===== src/rtl/fcmd_pkg.sv =====
package fcmd_pkg;
  typedef enum logic [2:0] {
    SQ_IDLE, SQ_UNL1, SQ_UNL2, SQ_PGM, SQ_ERA1, SQ_ERA2, SQ_ERA3
  } seq_e;

  typedef enum logic [1:0] {
    SRC_ARRAY = 2'd0, SRC_ID = 2'd1, SRC_PROT = 2'd2, SRC_ZERO = 2'd3
  } rd_src_e;

  localparam logic [11:0] UNL_ADDR1 = 12'h555;
  localparam logic [11:0] UNL_ADDR2 = 12'hAAA;
  localparam logic [7:0]  UNL_DATA1 = 8'hAA;
  localparam logic [7:0]  UNL_DATA2 = 8'h55;
  localparam logic [7:0]  CMD_RESET   = 8'hF0;
  localparam logic [7:0]  CMD_SPECIAL = 8'h90;
  localparam logic [7:0]  CMD_PROG    = 8'hA0;
  localparam logic [7:0]  CMD_ERASE   = 8'h80;
  localparam logic [7:0]  CMD_SUSP    = 8'hB0;
  localparam logic [7:0]  CMD_RESUME  = 8'h30;
  localparam logic [7:0]  CMD_BYPASS  = 8'h20;
  localparam logic [7:0]  CFM_SECTOR  = 8'h30;
  localparam logic [7:0]  CFM_CHIP    = 8'h10;
endpackage


===== src/rtl/fcmd_wr_edge.sv =====
module fcmd_wr_edge #(
  parameter int SYNC_STAGES = 2
) (
  input  logic clk,
  input  logic rst,
  input  logic strobe_i,
  output logic edge_o
);
  logic [SYNC_STAGES:0] sh_q;

  always_ff @(posedge clk) begin
    if (rst) sh_q <= '0;
    else     sh_q <= {sh_q[SYNC_STAGES-1:0], strobe_i};
  end

  assign edge_o = sh_q[SYNC_STAGES-1] & ~sh_q[SYNC_STAGES];

  a_r14_edge_single: assert property (@(posedge clk) disable iff (rst)
    edge_o |=> !edge_o);
endmodule


===== src/rtl/fcmd_timer.sv =====
module fcmd_timer #(
  parameter int TIMEOUT_TICKS = 32
) (
  input  logic clk,
  input  logic rst,
  input  logic busy_i,
  input  logic restart_i,
  input  logic tick_i,
  output logic timeout_o
);
  localparam int CW = $clog2(TIMEOUT_TICKS + 1);
  localparam logic [CW-1:0] LAST = CW'(TIMEOUT_TICKS - 1);

  logic [CW-1:0] cnt_q;

  always_ff @(posedge clk) begin
    if (rst || restart_i || !busy_i) cnt_q <= '0;
    else if (tick_i && cnt_q != LAST) cnt_q <= cnt_q + 1'b1;
  end

  assign timeout_o = busy_i & tick_i & ~restart_i & (cnt_q == LAST);

  a_r5_cnt_bound: assert property (@(posedge clk) disable iff (rst)
    cnt_q <= LAST);
endmodule


===== src/rtl/fcmd_seq.sv =====
module fcmd_seq
  import fcmd_pkg::*;
(
  input  logic        clk,
  input  logic        rst,
  input  logic        wr_i,
  input  logic        any_sel_i,
  input  logic        any_sec_i,
  input  logic [11:0] addr_i,
  input  logic [7:0]  data_i,
  input  logic        timeout_i,
  output logic        busy_o,
  output logic        accept_o,
  output logic        special_o,
  output logic        prog_o,
  output logic        erase_o,
  output logic        erase_chip_o,
  output logic        susp_o,
  output logic        resume_o,
  output logic        bypass_o,
  output logic        tgt_sec_o
);
  seq_e seq_q, seq_d;
  logic spec_q, spec_d;
  logic p_prog, p_erase, p_susp, p_res, p_byp, chip_d;
  logic wr_ok, is_unl1, is_unl2;

  assign wr_ok   = wr_i & any_sel_i;
  assign is_unl1 = (addr_i == UNL_ADDR1) && (data_i == UNL_DATA1);
  assign is_unl2 = (addr_i == UNL_ADDR2) && (data_i == UNL_DATA2);

  always_comb begin
    seq_d = seq_q; spec_d = spec_q;
    p_prog = 1'b0; p_erase = 1'b0; p_susp = 1'b0; p_res = 1'b0; p_byp = 1'b0;
    chip_d = erase_chip_o;
    if (wr_ok) begin
      seq_d = SQ_IDLE;
      case (seq_q)
        SQ_IDLE: if (is_unl1) seq_d = SQ_UNL1; else spec_d = 1'b0;
        SQ_UNL1: if (is_unl2) seq_d = SQ_UNL2; else spec_d = 1'b0;
        SQ_UNL2: begin
          case (data_i)
            CMD_SPECIAL: spec_d = 1'b1;
            CMD_PROG:    seq_d = SQ_PGM;
            CMD_ERASE:   seq_d = SQ_ERA1;
            CMD_SUSP:    p_susp = 1'b1;
            CMD_RESUME:  p_res = 1'b1;
            CMD_BYPASS:  p_byp = 1'b1;
            default:     spec_d = 1'b0;
          endcase
        end
        SQ_PGM:  p_prog = 1'b1;
        SQ_ERA1: if (is_unl1) seq_d = SQ_ERA2; else spec_d = 1'b0;
        SQ_ERA2: if (is_unl2) seq_d = SQ_ERA3; else spec_d = 1'b0;
        SQ_ERA3: begin
          if (data_i == CFM_SECTOR) begin p_erase = 1'b1; chip_d = 1'b0; end
          else if (data_i == CFM_CHIP) begin p_erase = 1'b1; chip_d = 1'b1; end
          else spec_d = 1'b0;
        end
        default: spec_d = 1'b0;
      endcase
    end else if (timeout_i) begin
      seq_d  = SQ_IDLE;
      spec_d = 1'b0;
    end
  end

  always_ff @(posedge clk) begin
    if (rst) begin
      seq_q <= SQ_IDLE; spec_q <= 1'b0;
      prog_o <= 1'b0; erase_o <= 1'b0; susp_o <= 1'b0; resume_o <= 1'b0;
      bypass_o <= 1'b0; erase_chip_o <= 1'b0; tgt_sec_o <= 1'b0;
    end else begin
      seq_q <= seq_d; spec_q <= spec_d;
      prog_o <= p_prog; erase_o <= p_erase; susp_o <= p_susp;
      resume_o <= p_res; bypass_o <= p_byp; erase_chip_o <= chip_d;
      if (p_prog | p_erase | p_susp | p_res | p_byp) tgt_sec_o <= any_sec_i;
    end
  end

  assign busy_o    = (seq_q != SQ_IDLE);
  assign accept_o  = wr_ok;
  assign special_o = spec_q;

  a_r12_pulses_exclusive: assert property (@(posedge clk) disable iff (rst)
    $onehot0({prog_o, erase_o, susp_o, resume_o, bypass_o}));
  a_r12_prog_one_cycle: assert property (@(posedge clk) disable iff (rst)
    prog_o |=> !prog_o);
  a_r13_erase_one_cycle: assert property (@(posedge clk) disable iff (rst)
    erase_o |=> !erase_o);
  a_r3_nosel_ignored: assert property (@(posedge clk) disable iff (rst)
    (wr_i && !any_sel_i && !timeout_i) |=> ($stable(seq_q) && $stable(spec_q)));
  a_r5_timeout_idle: assert property (@(posedge clk) disable iff (rst)
    (timeout_i && !wr_ok) |=> (seq_q == SQ_IDLE && !spec_q));
endmodule


===== src/rtl/fcmd_rd_mux.sv =====
module fcmd_rd_mux
  import fcmd_pkg::*;
#(
  parameter int N_SEL = 12,
  parameter int N_PRI = 8
) (
  input  logic             clk,
  input  logic             rst,
  input  logic             rd_strobe_i,
  input  logic             special_i,
  input  logic [2:0]       key_i,
  input  logic [N_SEL-1:0] sel_all_i,
  input  logic [N_SEL-1:0] prot_vec_i,
  input  logic [7:0]       dev_id_i,
  input  logic [7:0]       array_data_i,
  output logic [1:0]       src_o,
  output logic [7:0]       data_o
);
  rd_src_e src_d;
  logic [7:0] data_d;
  logic pbit, any_pri;

  assign any_pri = |sel_all_i[N_PRI-1:0];

  always_comb begin
    pbit = 1'b0;
    for (int i = N_SEL - 1; i >= 0; i--)
      if (sel_all_i[i]) pbit = prot_vec_i[i];
  end

  always_comb begin
    src_d = SRC_ARRAY;
    if (special_i) begin
      case (key_i)
        3'b001:  src_d = any_pri ? SRC_ID : SRC_ZERO;
        3'b010:  src_d = (|sel_all_i) ? SRC_PROT : SRC_ZERO;
        default: src_d = SRC_ZERO;
      endcase
    end
    case (src_d)
      SRC_ARRAY: data_d = array_data_i;
      SRC_ID:    data_d = dev_id_i;
      SRC_PROT:  data_d = {7'd0, pbit};
      default:   data_d = 8'h00;
    endcase
  end

  always_ff @(posedge clk) begin
    if (rst) begin
      src_o  <= SRC_ARRAY;
      data_o <= 8'h00;
    end else if (rd_strobe_i) begin
      src_o  <= src_d;
      data_o <= data_d;
    end
  end

  a_r11_hold: assert property (@(posedge clk) disable iff (rst)
    !rd_strobe_i |=> ($stable(data_o) && $stable(src_o)));
  a_r10_array_in_normal: assert property (@(posedge clk) disable iff (rst)
    (rd_strobe_i && !special_i) |=> (src_o == SRC_ARRAY));
endmodule


===== src/rtl/fcmd_decoder.sv =====
module fcmd_decoder #(
  parameter int N_PRI         = 8,
  parameter int N_SEC         = 4,
  parameter int TIMEOUT_TICKS = 32,
  parameter int SYNC_STAGES   = 2
) (
  input  logic                   clk,
  input  logic                   rst,
  input  logic [11:0]            bus_addr_i,
  input  logic [7:0]             bus_data_i,
  input  logic                   wr_strobe_i,
  input  logic                   rd_strobe_i,
  input  logic [N_PRI-1:0]       sel_pri_i,
  input  logic [N_SEC-1:0]       sel_sec_i,
  input  logic [N_PRI+N_SEC-1:0] prot_vec_i,
  input  logic [7:0]             dev_id_i,
  input  logic [7:0]             array_data_i,
  input  logic                   tick_i,
  output logic [1:0]             rd_src_o,
  output logic [7:0]             rd_data_o,
  output logic                   prog_start_o,
  output logic                   erase_start_o,
  output logic                   erase_chip_o,
  output logic                   suspend_o,
  output logic                   resume_o,
  output logic                   bypass_o,
  output logic                   tgt_sec_o
);
  localparam int N_SEL = N_PRI + N_SEC;

  logic wr_edge, busy, accept, timeout, special;
  logic [N_SEL-1:0] sel_all;

  assign sel_all = {sel_sec_i, sel_pri_i};

  fcmd_wr_edge #(.SYNC_STAGES(SYNC_STAGES)) u_edge (
    .clk(clk), .rst(rst), .strobe_i(wr_strobe_i), .edge_o(wr_edge)
  );

  fcmd_timer #(.TIMEOUT_TICKS(TIMEOUT_TICKS)) u_timer (
    .clk(clk), .rst(rst), .busy_i(busy), .restart_i(accept),
    .tick_i(tick_i), .timeout_o(timeout)
  );

  fcmd_seq u_seq (
    .clk(clk), .rst(rst), .wr_i(wr_edge), .any_sel_i(|sel_all),
    .any_sec_i(|sel_sec_i), .addr_i(bus_addr_i), .data_i(bus_data_i),
    .timeout_i(timeout), .busy_o(busy), .accept_o(accept),
    .special_o(special), .prog_o(prog_start_o), .erase_o(erase_start_o),
    .erase_chip_o(erase_chip_o), .susp_o(suspend_o), .resume_o(resume_o),
    .bypass_o(bypass_o), .tgt_sec_o(tgt_sec_o)
  );

  fcmd_rd_mux #(.N_SEL(N_SEL), .N_PRI(N_PRI)) u_rd (
    .clk(clk), .rst(rst), .rd_strobe_i(rd_strobe_i), .special_i(special),
    .key_i({bus_addr_i[6], bus_addr_i[1], bus_addr_i[0]}),
    .sel_all_i(sel_all), .prot_vec_i(prot_vec_i), .dev_id_i(dev_id_i),
    .array_data_i(array_data_i), .src_o(rd_src_o), .data_o(rd_data_o)
  );
endmodule


===== config.mk =====
export PLATFORM = sky130hd
export DESIGN_NAME = fcmd_decoder
export DESIGN_NICKNAME = d
export VERILOG_FILES = /design/src/rtl/fcmd_pkg.sv /design/src/rtl/fcmd_wr_edge.sv /design/src/rtl/fcmd_timer.sv /design/src/rtl/fcmd_seq.sv /design/src/rtl/fcmd_rd_mux.sv /design/src/rtl/fcmd_decoder.sv
export SDC_FILE = /design/constraint.sdc
export NUM_CORES = 1
export LEC_CHECK = 0
export ABC_AREA = 0
export ABC_CLOCK_PERIOD_IN_PS = 3500
export BUFFER_PORTS_ARGS = -buffer_cell sky130_fd_sc_hd__buf_2
export CORE_MARGIN = 1
export CORE_UTILIZATION = 50
export DETAILED_ROUTE_END_ITERATION = 12
export PLACE_DENSITY = 0.84
export SLEW_MARGIN = 0
export SYNTH_ARGS = -nofsm -noshare
export SYNTH_HDL_FRONTEND = slang
export SYNTH_HIERARCHICAL = 1
export SYNTH_SLANG_ARGS = --single-unit

===== constraint.sdc =====
create_clock -name clk -period 3.5 [get_ports clk]
set_input_delay 0.175 -clock clk [delete_from_list [all_inputs] [get_ports clk]]
set_output_delay 0.175 -clock clk [all_outputs]
set_load 0.01 [all_outputs]

==> metrics.md <==
| Metric | Value |
|---|---|
| CP Max Fanout | 9 |
| Final setup vio count | 0 |
| Worst Skew | 5.36 ps |
| Total gr overflow | 0 |
| CORE AREA | 3360 um2 |
| Hold crit path type | primary input to register |
| Status | completed |
| Nets | 356 |
| First-pass GRT wire length | 6.60 mm |
| CTS Buffer Depth | 2 |
| RSZ-0062 raised after global routing | false |
| Synth Cell Area | 1780 um2 |
| Power Density | roughly 300 nW/um2 |
| Post-synth top cells | dfxtp_1 (30), nor2_1 (24), nand2_1 (19) |
| Primary FF master, synth | dfxtp_1 |
| CTS sink count | 30 |
| Hold_ws | 47.9 ps |
| Syn_area_per_cell | 8.60 um2 |
| Port Buffers | a little over 80 |
| Gpl congestion | 0.890 |
| Top Ports | 82 |
| #FFs+latches synth | 30 |
| Residual DRC | 0 |
| Synth area leaders | dfxtp_1 (34%), nor2_1 (5.1%), a211oi_1 (4.2%) |
| Initial Util | 52.9% |
| Fin area | 2280 um2 |
| Net count after synthesis | ~270 |
| Tcrit/Tclk final | 53.3% |
| Hold Buf Count CTS | 0 |
| Layout cells sized above 1 | 35.7% |
| Antenna violations before repair | 0 |
| DR WL/cell | around 13 um |
| Required @ worst endpoint | 3750 ps |
| GRT Total Usage | 23.7% |
| Die area | 3800 um2 |
| Synthesis warning total | 6 |
| Final hold vios | 0 |
| CTS tree | yes |
| Post-CTS setup buffer count | 0 |
| Die extent in y | 61.7 um |
| WL final | 4.39 mm |
| Overall via count from detail_route | 1880 |
| CTS buffer count | 5 |
| Routed vias/inst | approximately 5.6 |
| Ant. Diodes | 0 |
| Pre-antenna DRT Iters | 4 |
| Crit path DAT | 2110 ps |
| VDD IR max | roughly 0.00017 V |
| Clock slew at reported path FFs | 90 ps |
| Vias in the first global route | 1567 |
| Count leader, synth | dfxtp_1 |
| HPWL after DPL | 3.44 mm |
| Largest area contributor in the netlist | dfxtp_1 |
| Fmax achieved | 0.536 GHz |
| Max-slew violations | 0 |
| Critical Path End Type | register |
| Initial DRC Count | approximately 100 |
| Gate Count Post-Synth | 207 |
| Post-DRT Antenna Nets | 0 |
| Root Buffer | clkbuf_4 |
| Post-synthesis async set-or-reset flop share | 0% |
| Yosys cell types | 57 |
| Number of H-tree levels | 2 |
| Largest net degree at the start of global routing | 23 |
| Rel. slew slack | 64.3% |
| Fin crit period | 1860 ps |
| Crit Path Category | primary input to register |
| Final cell count without fillers | 337 |
| Die Width | 61.7 um |
| Share of the synthesized area in the top cell type | around 34% |
| Critical path startpoint category | primary input |
| Slew @ Worst Pin | 533 ps |
| Area Growth Syn to Fin | 27.9% |
| Worst-skew pair later-pin latency | 340 ps |
| Post-cts resize count | 0 |
| Max-Cap Viols | 0 |
| Leakage | between 0.9 and 1 nW |
| Floorplan row count | 21 |
| Seq/Total Area, Yosys | 33.8% |
| Placed Area | 2210 um2 |
| Placed cell count | between 300 and 400 |
| Setup TNS | 0 ps |
| Post-synth EDFFs | 0 |
[worst paths after layout]
kind	start	to	slack, ps	cells past startpoint
hold reg to reg	u_edge/sh_q[0]$_SDFF_PP0_	u_edge/sh_q[1]$_SDFF_PP0_	440	1
setup / recovery	sel_sec_i[1]	u_timer/cnt_q[5]$_SDFFE_PP0P_	1640	8
setup reg to reg	u_seq/seq_q[0]$_SDFFE_PP0N_	u_seq/tgt_sec_o$_SDFFE_PP0P_	1730	5
hold / removal	wr_strobe_i	u_edge/sh_q[0]$_SDFF_PP0_	50	2
[state kept, by name (all words and copies together), names as in the netlist]
| register | flops |
|---|---|
| u_rd/data_o | 8 |
| u_seq/susp_o | 1 |
| u_seq/tgt_sec_o | 1 |
| u_seq/special_o | 1 |
| u_rd/src_o | 2 |
| u_seq/prog_o | 1 |
| u_edge/sh_q | 3 |
| u_seq/erase_o | 1 |
| u_seq/erase_chip_o | 1 |
| u_seq/resume_o | 1 |
| u_seq/seq_q | 3 |
| u_seq/bypass_o | 1 |
| u_timer/cnt_q | 6 |
[worst max-delay path, stage by stage]
cell and delay [ps]:
buf_2 120, or4_4 530, nand3b_4 170, nand2_1 160
inv_1 130, nor3b_2 500, nand2b_1 130, o31ai_1 210
[cell families after synthesis]
family          Yosys count  synth area share (%)
simple gates            108                  38.7
compound gates           53                  22.0
buf+inv                  12                  3.16
flops                    30                  33.8
fa+ha+maj                 1                 0.703
mux                       3                  1.69
[cell type report]
cell class | instances | area [um2]
clock buffers | 6 | 51.3
clock inverters | 2 | 12.5
fillers | 326 | 1090
inverters | 7 | 26.3
multi-input cells | 165 | 1120
flip-flops and latches | 30 | 601
well taps | 46 | 57.6
repair buffers | 81 | 405
[per-stage QoR]
| step | total power, mW | setup WS, ps | utilization (%) |
|---|---|---|---|
| finish | 0.683 | 1640 | 67.7 |
| global route | 0.714 | 1520 | 67.7 |
| CTS | 0.684 | 1630 | 67.7 |
| detailed placement | 0.469 | 1280 | 65.8 |
| global placement | 0.466 | 1410 | 65.8 |
| floorplan | 0.406 | 1690 | - |
[power breakdown]
part	switching (mW)	internal [mW]	leakage (nW)
clock	0.125	0.0964	0.0343
sequential	0.00332	0.349	0.244
combinational	0.0568	0.0525	0.676
[cells in the final DEF (no fill, tap or decap), types with 2 or more instances in the layout]
cell / n
or3_1: 2
buf_2: 81
nand4_1: 4
nor3_1: 3
o211ai_1: 5
nor2_1: 24
nor4bb_1: 4
nand2_1: 19
nor3b_2: 2
a22oi_1: 7
and3_2: 2
clkbuf_4: 5
o21a_1: 3
a211oi_1: 10
nor4b_1: 3
mux2i_1: 3
a21oi_1: 9
nand2b_1: 3
dfxtp_1: 30
a31oi_1: 2
nand3_1: 8
nor3b_1: 2
and3_1: 2
o21ai_1: 3
nor4_1: 4
nor2b_1: 5
o21ai_0: 4
and2_1: 2
nand4b_1: 4
o31ai_1: 2
nor4b_2: 2
inv_1: 6
[per-layer routing]
metal  vias up  GRT usage [%]  routed length (um)
li1        962              -                   -
met1       841           28.7                1900
met2        68           40.9                2170
met3         9           3.99                 238
met4         0           10.5                  88
met5         -              0                   0
No activity file was read; power rests on OpenSTA's default activity.
